### src/rtl/syncde_pkg.sv
package syncde_pkg;
  localparam int ADDR_W = 8;
  localparam int DATA_W = 8;
  localparam int DLY_W  = 9;
  localparam int TOP_W  = 8;

  localparam logic [ADDR_W-1:0] A_DLY_LO = 8'h32;
  localparam logic [ADDR_W-1:0] A_CTL    = 8'h33;
  localparam logic [ADDR_W-1:0] A_TOP    = 8'h34;
  localparam logic [ADDR_W-1:0] A_WID_LO = 8'h35;
  localparam logic [ADDR_W-1:0] A_WID_HI = 8'h36;
  localparam logic [ADDR_W-1:0] A_HGT_LO = 8'h37;
  localparam logic [ADDR_W-1:0] A_HGT_HI = 8'h38;

  localparam int B_DLY_MSB = 0;
  localparam int B_HPOL    = 4;
  localparam int B_VPOL    = 5;
  localparam int B_GEN     = 6;

  typedef struct packed {
    logic gen;
    logic vpol;
    logic hpol;
  } ctl_t;
endpackage

### src/rtl/syncde_regs.sv
module syncde_regs
  import syncde_pkg::*;
#(
  parameter int WID_W = 12,
  parameter int HGT_W = 11
) (
  input  logic              clk,
  input  logic              rst_n,
  input  logic              we,
  input  logic [ADDR_W-1:0] addr,
  input  logic [DATA_W-1:0] wdata,
  output logic [DATA_W-1:0] rdata,
  output logic [DLY_W-1:0]  dly,
  output logic [TOP_W-1:0]  top,
  output logic [WID_W-1:0]  wid,
  output logic [HGT_W-1:0]  hgt,
  output ctl_t              ctl
);
  localparam int WHI_W = WID_W - DATA_W;
  localparam int HHI_W = HGT_W - DATA_W;

  logic [DATA_W-1:0] dly_lo_q, top_q, wid_lo_q, hgt_lo_q;
  logic [WHI_W-1:0]  wid_hi_q;
  logic [HHI_W-1:0]  hgt_hi_q;
  logic              dly_msb_q;
  ctl_t              ctl_q;

  always_ff @(posedge clk) begin
    if (!rst_n) begin
      dly_lo_q  <= '0;
      top_q     <= '0;
      wid_lo_q  <= '0;
      hgt_lo_q  <= '0;
      wid_hi_q  <= '0;
      hgt_hi_q  <= '0;
      dly_msb_q <= 1'b0;
      ctl_q     <= '0;
    end else if (we) begin
      case (addr)
        A_DLY_LO: dly_lo_q <= wdata;
        A_CTL: begin
          dly_msb_q  <= wdata[B_DLY_MSB];
          ctl_q.hpol <= wdata[B_HPOL];
          ctl_q.vpol <= wdata[B_VPOL];
          ctl_q.gen  <= wdata[B_GEN];
        end
        A_TOP:    top_q    <= wdata;
        A_WID_LO: wid_lo_q <= wdata;
        A_WID_HI: wid_hi_q <= wdata[WHI_W-1:0];
        A_HGT_LO: hgt_lo_q <= wdata;
        A_HGT_HI: hgt_hi_q <= wdata[HHI_W-1:0];
        default: ;
      endcase
    end
  end

  always_comb begin
    rdata = '0;
    case (addr)
      A_DLY_LO: rdata = dly_lo_q;
      A_CTL: begin
        rdata[B_DLY_MSB] = dly_msb_q;
        rdata[B_HPOL]    = ctl_q.hpol;
        rdata[B_VPOL]    = ctl_q.vpol;
        rdata[B_GEN]     = ctl_q.gen;
      end
      A_TOP:    rdata = top_q;
      A_WID_LO: rdata = wid_lo_q;
      A_WID_HI: rdata[WHI_W-1:0] = wid_hi_q;
      A_HGT_LO: rdata = hgt_lo_q;
      A_HGT_HI: rdata[HHI_W-1:0] = hgt_hi_q;
      default:  rdata = '0;
    endcase
  end

  assign dly = {dly_msb_q, dly_lo_q};
  assign top = top_q;
  assign wid = {wid_hi_q, wid_lo_q};
  assign hgt = {hgt_hi_q, hgt_lo_q};
  assign ctl = ctl_q;
endmodule

### src/rtl/syncde_edge.sv
module syncde_edge (
  input  logic clk,
  input  logic rst_n,
  input  logic raw,
  input  logic act_high,
  output logic edge_o
);
  logic norm, norm_q;

  assign norm = act_high ? raw : ~raw;

  always_ff @(posedge clk) begin
    if (!rst_n) norm_q <= 1'b0;
    else        norm_q <= norm;
  end

  assign edge_o = norm & ~norm_q;
endmodule

### src/rtl/syncde_count.sv
module syncde_count #(
  parameter int PIX_W  = 13,
  parameter int LINE_W = 12
) (
  input  logic              clk,
  input  logic              rst_n,
  input  logic              h_edge,
  input  logic              v_edge,
  output logic [PIX_W-1:0]  pix,
  output logic [LINE_W-1:0] line
);
  localparam logic [PIX_W-1:0]  PIX_MAX  = {PIX_W{1'b1}};
  localparam logic [LINE_W-1:0] LINE_MAX = {LINE_W{1'b1}};

  always_ff @(posedge clk) begin
    if (!rst_n)              pix <= '0;
    else if (h_edge)         pix <= '0;
    else if (pix != PIX_MAX) pix <= pix + 1'b1;
  end

  always_ff @(posedge clk) begin
    if (!rst_n)                          line <= '0;
    else if (v_edge)                     line <= '0;
    else if (h_edge && line != LINE_MAX) line <= line + 1'b1;
  end
endmodule

### src/rtl/syncde_window.sv
module syncde_window
  import syncde_pkg::*;
#(
  parameter int PIX_W  = 13,
  parameter int LINE_W = 12,
  parameter int WID_W  = 12,
  parameter int HGT_W  = 11
) (
  input  logic              clk,
  input  logic              rst_n,
  input  logic [PIX_W-1:0]  pix,
  input  logic [LINE_W-1:0] line,
  input  logic [DLY_W-1:0]  dly,
  input  logic [WID_W-1:0]  wid,
  input  logic [TOP_W-1:0]  top,
  input  logic [HGT_W-1:0]  hgt,
  input  logic              gen,
  input  logic              de_ext,
  output logic              de_out
);
  localparam int HS_W = PIX_W + 1;
  localparam int VS_W = LINE_W + 1;

  logic [HS_W-1:0] h_pos, h_lo, h_hi;
  logic [VS_W-1:0] v_pos, v_lo, v_hi;
  logic            h_ok, v_ok;

  always_comb begin
    h_pos = HS_W'(pix);
    h_lo  = HS_W'(dly);
    h_hi  = h_lo + HS_W'(wid);
    v_pos = VS_W'(line);
    v_lo  = VS_W'(top);
    v_hi  = v_lo + VS_W'(hgt);
    h_ok  = (h_pos >= h_lo) && (h_pos < h_hi);
    v_ok  = (v_pos >= v_lo) && (v_pos < v_hi);
  end

  always_ff @(posedge clk) begin
    if (!rst_n) de_out <= 1'b0;
    else        de_out <= gen ? (h_ok && v_ok) : de_ext;
  end
endmodule

### src/rtl/syncde_gen.sv
module syncde_gen
  import syncde_pkg::*;
#(
  parameter int WID_W = 12,
  parameter int HGT_W = 11
) (
  input  logic              clk,
  input  logic              rst_n,
  input  logic              hsync_in,
  input  logic              vsync_in,
  input  logic              de_ext_in,
  input  logic              cfg_we,
  input  logic [ADDR_W-1:0] cfg_addr,
  input  logic [DATA_W-1:0] cfg_wdata,
  output logic [DATA_W-1:0] cfg_rdata,
  output logic              de_out
);
  localparam int PIX_W  = ((DLY_W > WID_W) ? DLY_W : WID_W) + 1;
  localparam int LINE_W = ((TOP_W > HGT_W) ? TOP_W : HGT_W) + 1;
  localparam int N_SYNC = 2;

  logic [DLY_W-1:0]  dly;
  logic [TOP_W-1:0]  top;
  logic [WID_W-1:0]  wid;
  logic [HGT_W-1:0]  hgt;
  ctl_t              ctl;
  logic [N_SYNC-1:0] sync_raw, sync_pol, sync_edge;
  logic              h_edge, v_edge;
  logic [PIX_W-1:0]  pix;
  logic [LINE_W-1:0] line;

  syncde_regs #(.WID_W(WID_W), .HGT_W(HGT_W)) regs_i (
    .clk(clk), .rst_n(rst_n), .we(cfg_we), .addr(cfg_addr),
    .wdata(cfg_wdata), .rdata(cfg_rdata),
    .dly(dly), .top(top), .wid(wid), .hgt(hgt), .ctl(ctl)
  );

  assign sync_raw = {vsync_in, hsync_in};
  assign sync_pol = {ctl.vpol, ctl.hpol};

  for (genvar g = 0; g < N_SYNC; g++) begin : g_sync
    syncde_edge edge_i (
      .clk(clk), .rst_n(rst_n), .raw(sync_raw[g]),
      .act_high(sync_pol[g]), .edge_o(sync_edge[g])
    );
  end

  assign h_edge = sync_edge[0];
  assign v_edge = sync_edge[1];

  syncde_count #(.PIX_W(PIX_W), .LINE_W(LINE_W)) count_i (
    .clk(clk), .rst_n(rst_n), .h_edge(h_edge), .v_edge(v_edge),
    .pix(pix), .line(line)
  );

  syncde_window #(.PIX_W(PIX_W), .LINE_W(LINE_W), .WID_W(WID_W), .HGT_W(HGT_W)) win_i (
    .clk(clk), .rst_n(rst_n), .pix(pix), .line(line),
    .dly(dly), .wid(wid), .top(top), .hgt(hgt),
    .gen(ctl.gen), .de_ext(de_ext_in), .de_out(de_out)
  );
endmodule

### config.mk
export PLATFORM = sky130hd
export DESIGN_NAME = syncde_gen
export DESIGN_NICKNAME = d
export VERILOG_FILES = /design/src/rtl/syncde_pkg.sv /design/src/rtl/syncde_regs.sv /design/src/rtl/syncde_edge.sv /design/src/rtl/syncde_count.sv /design/src/rtl/syncde_window.sv /design/src/rtl/syncde_gen.sv
export SDC_FILE = /design/constraint.sdc
export NUM_CORES = 1
export LEC_CHECK = 0
export ABC_AREA = 0
export BUFFER_PORTS_ARGS = -buffer_cell sky130_fd_sc_hd__clkbuf_2
export CORE_MARGIN = 4
export CORE_UTILIZATION = 42
export CTS_BUF_LIST = sky130_fd_sc_hd__clkbuf_4 sky130_fd_sc_hd__clkbuf_8 sky130_fd_sc_hd__clkbuf_16
export DETAILED_ROUTE_END_ITERATION = 6
export SKIP_CTS_REPAIR_TIMING = 1
export SLEW_MARGIN = 0
export SYNTH_ARGS = -nofsm -noshare
export SYNTH_HDL_FRONTEND = slang
export SYNTH_SLANG_ARGS = --single-unit
### constraint.sdc
create_clock -name clk -period 5.3 [get_ports clk]
set_clock_uncertainty 0.1 [all_clocks]
set_input_delay 0.265 -clock clk [delete_from_list [all_inputs] [get_ports clk]]
set_output_delay 0.265 -clock clk [all_outputs]
set_load 0.03 [all_outputs]
# Yosys cells after proc, flatten, opt, wreduce, memory -nomap -nowiden
# Cells that the tools add are included.
word_totals:
  reg_bits: 71
  latch_bits: 0
  ramBits: 0
  romBits: 0
  inputBits: 22
  output_inout_bits: 9
  wordCells: 60
  n_memories: 0
classes:
  addsub: 4
  multipliers: 0
  div_mod_pow: 0
  order_cmp: 4
  eq_ne: 9
  n_shift: 0
  n_mux: 8
  bitwise_logic: 7
  n_reduce_logical: 13
ops:
  columns: ["op", "n"]
  rows:
  - ["8-bit by 6-bit equality test with 1-bit output, second input constant", 7]
  - ["3-bit one-hot mux with 5 select lines", 1]
  - ["13-bit by 14-bit less-than comparator with 1-bit output", 1]
  - ["2-bit AND reduction", 7]
  - ["13-bit by 1-bit adder with 13-bit output, second input constant", 1]
  - ["9-bit by 12-bit adder with 13-bit output", 1]
  - ["13-bit by 9-bit greater-or-equal comparator with 1-bit output", 1]
  - ["12-bit by 13-bit less-than comparator with 1-bit output", 1]
  - ["13-bit != test, second input constant", 1]
  - ["12-bit by 1-bit adder with 12-bit output, second input constant", 1]
  - ["8-bit by 11-bit adder with 12-bit output", 1]
  - ["12-bit by 8-bit greater-or-equal comparator with 1-bit output", 1]
  - ["12-bit != test, second input constant", 1]
  - ["2-bit one-hot mux with 6 select lines", 1]
  - ["1-bit one-hot mux with 7 select lines", 1]
  - ["1-bit inverter", 5]
  - ["1-bit one-hot mux with 5 select lines", 1]
  - ["1-bit logical AND", 4]
  - ["1-bit one-hot mux with 4 select lines", 1]
  - ["2-bit OR reduction", 2]
  - ["1-bit two-way mux", 3]
  - ["1-bit bitwise AND", 2]

# Logic depth before layout (Yosys ltp)
depth:
  ltp_word: 5
  mapped_depth: 16

# Modules after synthesis
# From an unflattened synthesis, not the netlist that was laid out.
unflattened:
  hier_cells: 607
  area_unflattened_um2: 5310.1
by_module_without_submodules:
  columns: ["module", "instances", "cells_each", "area_per_inst_um2", "seq_area_each_um2"]
  rows:
  - ["syncde_regs", 1, 234, 2225.9, 860.8]
  - ["syncde_window", 1, 222, 1736.7, 20.0]
  - ["syncde_count", 1, 143, 1265.0, 500.5]
  - ["syncde_edge", 2, 4, 41.3, 20.0]

# Worst setup path after synthesis
# OpenSTA, ideal clock, no wires.
synth_path:
  path_type: "reg-to-reg"
  from: "reg regs_i.top_q[0] (netlist: regs_i.top[0])"
  to: "reg win_i.de_out"
  setup_time_ns: 0.087
  arrival_time_ns: 3.467
  required_time_ns: 5.113
  setup_slack_ns: 1.646
  path_stages_with_launch: 16
  path_buffers: 0
  synth_period_minus_slack_ns: 3.654
  path_cell_list: "dfxtp_1 > ha_1 > fa_1 > a21o_1 > a211o_1 > and4_1 > a2111oi_2 > nor2_1 > xnor2_1 > ha_1 > and3_1 > nand3_1 > o22ai_1 > a2111oi_0 > o311ai_0 > o31ai_1"
synth_between:
  elab_chain_len: 5
  elab_cells_between_ends: 6
  cone_classes: "add/sub: 1; order compare: 2; mux: 1; reduce/logical: 2"
synth_lines:
  columns: ["element", "line_no", "source"]
  rows:
  - ["start, declared", "syncde_regs.sv:22", "logic [DATA_W-1:0] dly_lo_q, top_q, wid_lo_q, hgt_lo_q;"]
  - ["start signal, assigned", "syncde_regs.sv:47", "A_TOP: top_q <= wdata;"]
  - ["8-bit by 11-bit adder with 12-bit output", "syncde_window.sv:34", "v_hi = v_lo + VS_W'(hgt);"]
  - ["12-bit by 13-bit less-than comparator with 1-bit output", "syncde_window.sv:36", "v_ok = (v_pos >= v_lo) && (v_pos < v_hi);"]
  - ["1-bit logical AND *", "syncde_window.sv:36", null]
  - ["1-bit logical AND *", "syncde_window.sv:41", "else de_out <= gen ? (h_ok && v_ok) : de_ext;"]
  - ["1-bit two-way mux *", "syncde_window.sv:41", null]
  - ["end signal, assigned", "syncde_window.sv:41", null]
  - ["end, declared", "syncde_window.sv:19", "output logic de_out"]
# Mark *: on every way between the ends. The rest lies on a longest branch, timed or not.
# A chain may end at the register's enable or synchronous reset.

# Worst setup path in the final report
layout_path:
  from: "reg regs_i.hgt_lo_q[0]"
  to: "reg win_i.de_out"
layout_between:
  elab_chain_len: 5
layout_lines:
  columns: ["element", "line_no", "source"]
  rows:
  - ["start, declared", "syncde_regs.sv:22", null]
  - ["start signal, assigned", "syncde_regs.sv:50", "A_HGT_LO: hgt_lo_q <= wdata;"]
  - ["8-bit by 11-bit adder with 12-bit output", "syncde_window.sv:34", null]
  - ["12-bit by 13-bit less-than comparator with 1-bit output", "syncde_window.sv:36", null]
  - ["1-bit logical AND", "syncde_window.sv:36", null]
  - ["1-bit logical AND", "syncde_window.sv:41", null]
  - ["1-bit two-way mux", "syncde_window.sv:41", null]
# Every way passes these cells.

==> metrics.txt <==
Worst path slowest cell=a2111oi_2; worst vdd ir=140 uV; Final Critical Period=4060 ps; reg-to-reg startpoint=regs_i.hgt_lo_q[0]$_SDFFE_PN0P_; First-pass DRT Iterations=5; r2r worst-path depth=15; Worst Path Required=5450 ps; period utilisation layout=0.765; WP data arrival=4210 ps; largest net degree at the start of global routing=51; ratio of cells with drive above 1 in the final layout=0.0962; # setup viols final=0; Fill cells=1103; Rel. slew slack=0.358; register area share after synthesis=0.293; global-route wire length before repair=21.2 mm; ant diodes=0; Hold Fails Final Rpt=0; TritonCTS clock tree=yes; Synth Area in Compound Gates=0.186; Slew @ Worst Pin=962 ps; Post-Syn Area=4860 um2; Achievable Freq=0.247 GHz; area growth from synthesis to layout=11.7%; Yosys cell types=57; # DRC=0; CP Launch Type=flop; Primary FF master, synth=dfxtp_1; outcome=finished, final reports clean; placed instance area=5100 um2; max-slew violation count=0; flop2flop setup slack=1240 ps; power per cell area=235 nW/um2; Post-Route WL=13.0 mm; routed vias/inst=5.73; Setup crit end kind=flop; Syn Area/Cell=8.27 um2; final instance area=5430 um2; hold wc startpoint=de_ext_in; cts bufs inserted=9; gr ovfl total=0; CTS clock-pin slew for the worst setup and hold paths=60 ps; CTS H-tree lvls=3; Starting Density=0.427; simple-gate share of the synthesized area=0.247; initial antenna violation count=0; HP Class=primary input to flop; RSZ-0062 raised after global routing=no; Final HPWL DP=9.92 mm; DR iter-0 viols=235; Die H=116 um; crit path max fanout=3; via count=4329; WL/cell=17.2 um; Sink Count=71; Final #Nets=691; YS warnings=0; asr flop ratio synth=0; syn_nets=670; hold endpoint=win_i.de_out$_SDFF_PN0_; Core Area=11400 um2; Crit Path Category=flop to flop; input/output buffers=30; Post-synth EDFFs=0; clk root buf=clkbuf_16; GPL Wtd Cong=0.879; All-Layer GR Usage=0.204; Post-Synthesis Cells=587; Worst path max stage delay=450 ps; Pleak=2.09 nW; hold depth=3; vias in the first global route=4259; Crit Reg-Reg Endpoint=win_i.de_out$_SDFF_PN0_; dominant cells by area after synthesis=dfxtp_1, ha_1, nand3_1; Routed Antenna Nets=0; FF+latch count, synth=71; Clock Path Buffers=2; Final Core Density=0.477; Adder-Cell Fraction of Synth Area=0.160; xor/xnor share of the synthesized area=0.0703; biggest area consumer among synthesized cells=dfxtp_1; CP dominant cell by count=ha_1; commonest non-fill, non-tap cell in the layout=nand2_1; Worst-Skew Late Latency=340 ps; mux share of post-synthesis cell area=0.00438; row count=39; io pins=31; Yosys top cell area share=0.293; largest family of logic cells by synthesized area=simple AND/OR/NAND/NOR gates; commonest cells after routing, fill and taps aside=nand2_1, dfxtp_1, nand3_1; Die ar.=13300 um2; critical path, cell by cell=ha_1 -> fa_1 -> a21o_1 -> a211o_1 -> and4_1 -> a2111oi_2 -> nor2_1 -> xnor2_1 -> ha_1 -> and3_1 -> nand3_1 -> o22ai_1 -> a2111oi_0 -> o311ai_0 -> o31ai_1; maxcap violations=0; Final TNS setup=0 ps; Die X=116 um
-- registers in the layout (all words and copies together), names as in the netlist --
signal,count
win_i.de_out,1
g_sync.edge_i.norm_q,2
count_i.pix,13
regs_i.ctl,3
regs_i.dly_msb_q,1
regs_i.top,8
regs_i.hgt_hi_q,3
regs_i.dly_lo_q,8
regs_i.wid_hi_q,4
count_i.line,12
regs_i.wid_lo_q,8
regs_i.hgt_lo_q,8
-- cells by family after synthesis --
| kind of cell | Yosys count |
|---|---|
| multiplexers | 2 |
| adder cells (fa/ha/maj) | 61 |
| flip-flops | 71 |
| XOR/XNOR | 39 |
| AO/OA/AOI/OAI | 128 |
| AND/OR/NAND/NOR | 240 |
| buffers and inverters | 46 |
-- critical path, delay by kind of cell (launching register included) --
family / cells / cell delay, ps
DFF: 1 / 330
and+or+nand+nor: 4 / 600
AOI/OAI and AO/OA: 7 / 1830
xor gates and xnor gates: 1 / 140
adders and majority gates: 3 / 960
-- power by group --
group	total, mW	internal, mW	switching [mW]	leakage (nW)
Sequential	0.541	0.537	0.00370	0.573
Clock	0.672	0.418	0.254	0.154
Combinational	0.0602	0.0217	0.0385	1.37
-- synthesized netlist by cell type (all sizes together) (2+ instances only) --
library cell and number:
o21ai 15, a2111oi 2, nor3 7, or2 2, xnor2 19, a21o 5
a222oi 9, buf 6, inv 25, a211o 3, nand2 82, nor2b 3
ha 59, fa 2, a31oi 3, nor2 37, xor2 20, nor4 4
nand2b 9, a211oi 2, clkbuf 15, a21boi 44, o2111ai 2, and4 4
nand4 9, o211ai 3, dfxtp 71, a22oi 6, or3 2, o21bai 3
and2 3, and3 8, or3b 2, o21a 3, nand3 64, nor3b 2
a21oi 23
-- through the flow --
step | hold WS, ps | std cells | setup slack [ps] | power, mW
6_report | 77.3 | 756 | 1240 | 1.27
5_1_grt | 99.6 | 756 | 965 | 1.31
4_1_cts | 67.2 | 756 | 1240 | 1.29
3_5_place_dp | 395 | 740 | 1270 | 0.613
3_3_place_gp | 387 | 740 | 1460 | 0.612
2_1_floorplan | 311 | 587 | 1650 | 0.586
-- routing by layer --
layer / share of wire / track usage / vias up / wire length (um)
li1: - / - / 2157 / -
met3: 0.050 / 0.0355 / 31 / 656
met1: 0.45 / 0.260 / 2034 / 5800
met2: 0.46 / 0.330 / 107 / 6000
met4: 0.042 / 0.106 / 0 / 541
met5: 0 / 0 / - / 0
-- cell type report --
cell class | count | area (um2) | area share
multi-input cells | 470 | 3240 | 0.598
flip-flops and latches | 71 | 1420 | 0.262
clock buffers | 9 | 225 | 0.0415
well taps | 143 | 179 | 0.0330
repair buffers | 31 | 158 | 0.0291
clock inverters | 7 | 104 | 0.0191
inverters | 25 | 93.8 | 0.0173
-- worst max path at each step --
stage                     slack (ps)                      end                       startpoint  cells after the start
after floorplan                 1650  win_i.de_out$_SDFF_PN0_       regs_i.top[0]$_SDFFE_PN0P_                     15
after global placement          1460  win_i.de_out$_SDFF_PN0_  regs_i.hgt_lo_q[0]$_SDFFE_PN0P_                     15
after detailed placement        1270  win_i.de_out$_SDFF_PN0_  regs_i.hgt_lo_q[0]$_SDFFE_PN0P_                     15
after CTS                       1240  win_i.de_out$_SDFF_PN0_       regs_i.top[0]$_SDFFE_PN0P_                     15
after global routing             970  win_i.de_out$_SDFF_PN0_       regs_i.top[0]$_SDFFE_PN0P_                     15
final                           1240  win_i.de_out$_SDFF_PN0_  regs_i.hgt_lo_q[0]$_SDFFE_PN0P_                     15
No activity file was read; power rests on OpenSTA's default activity.
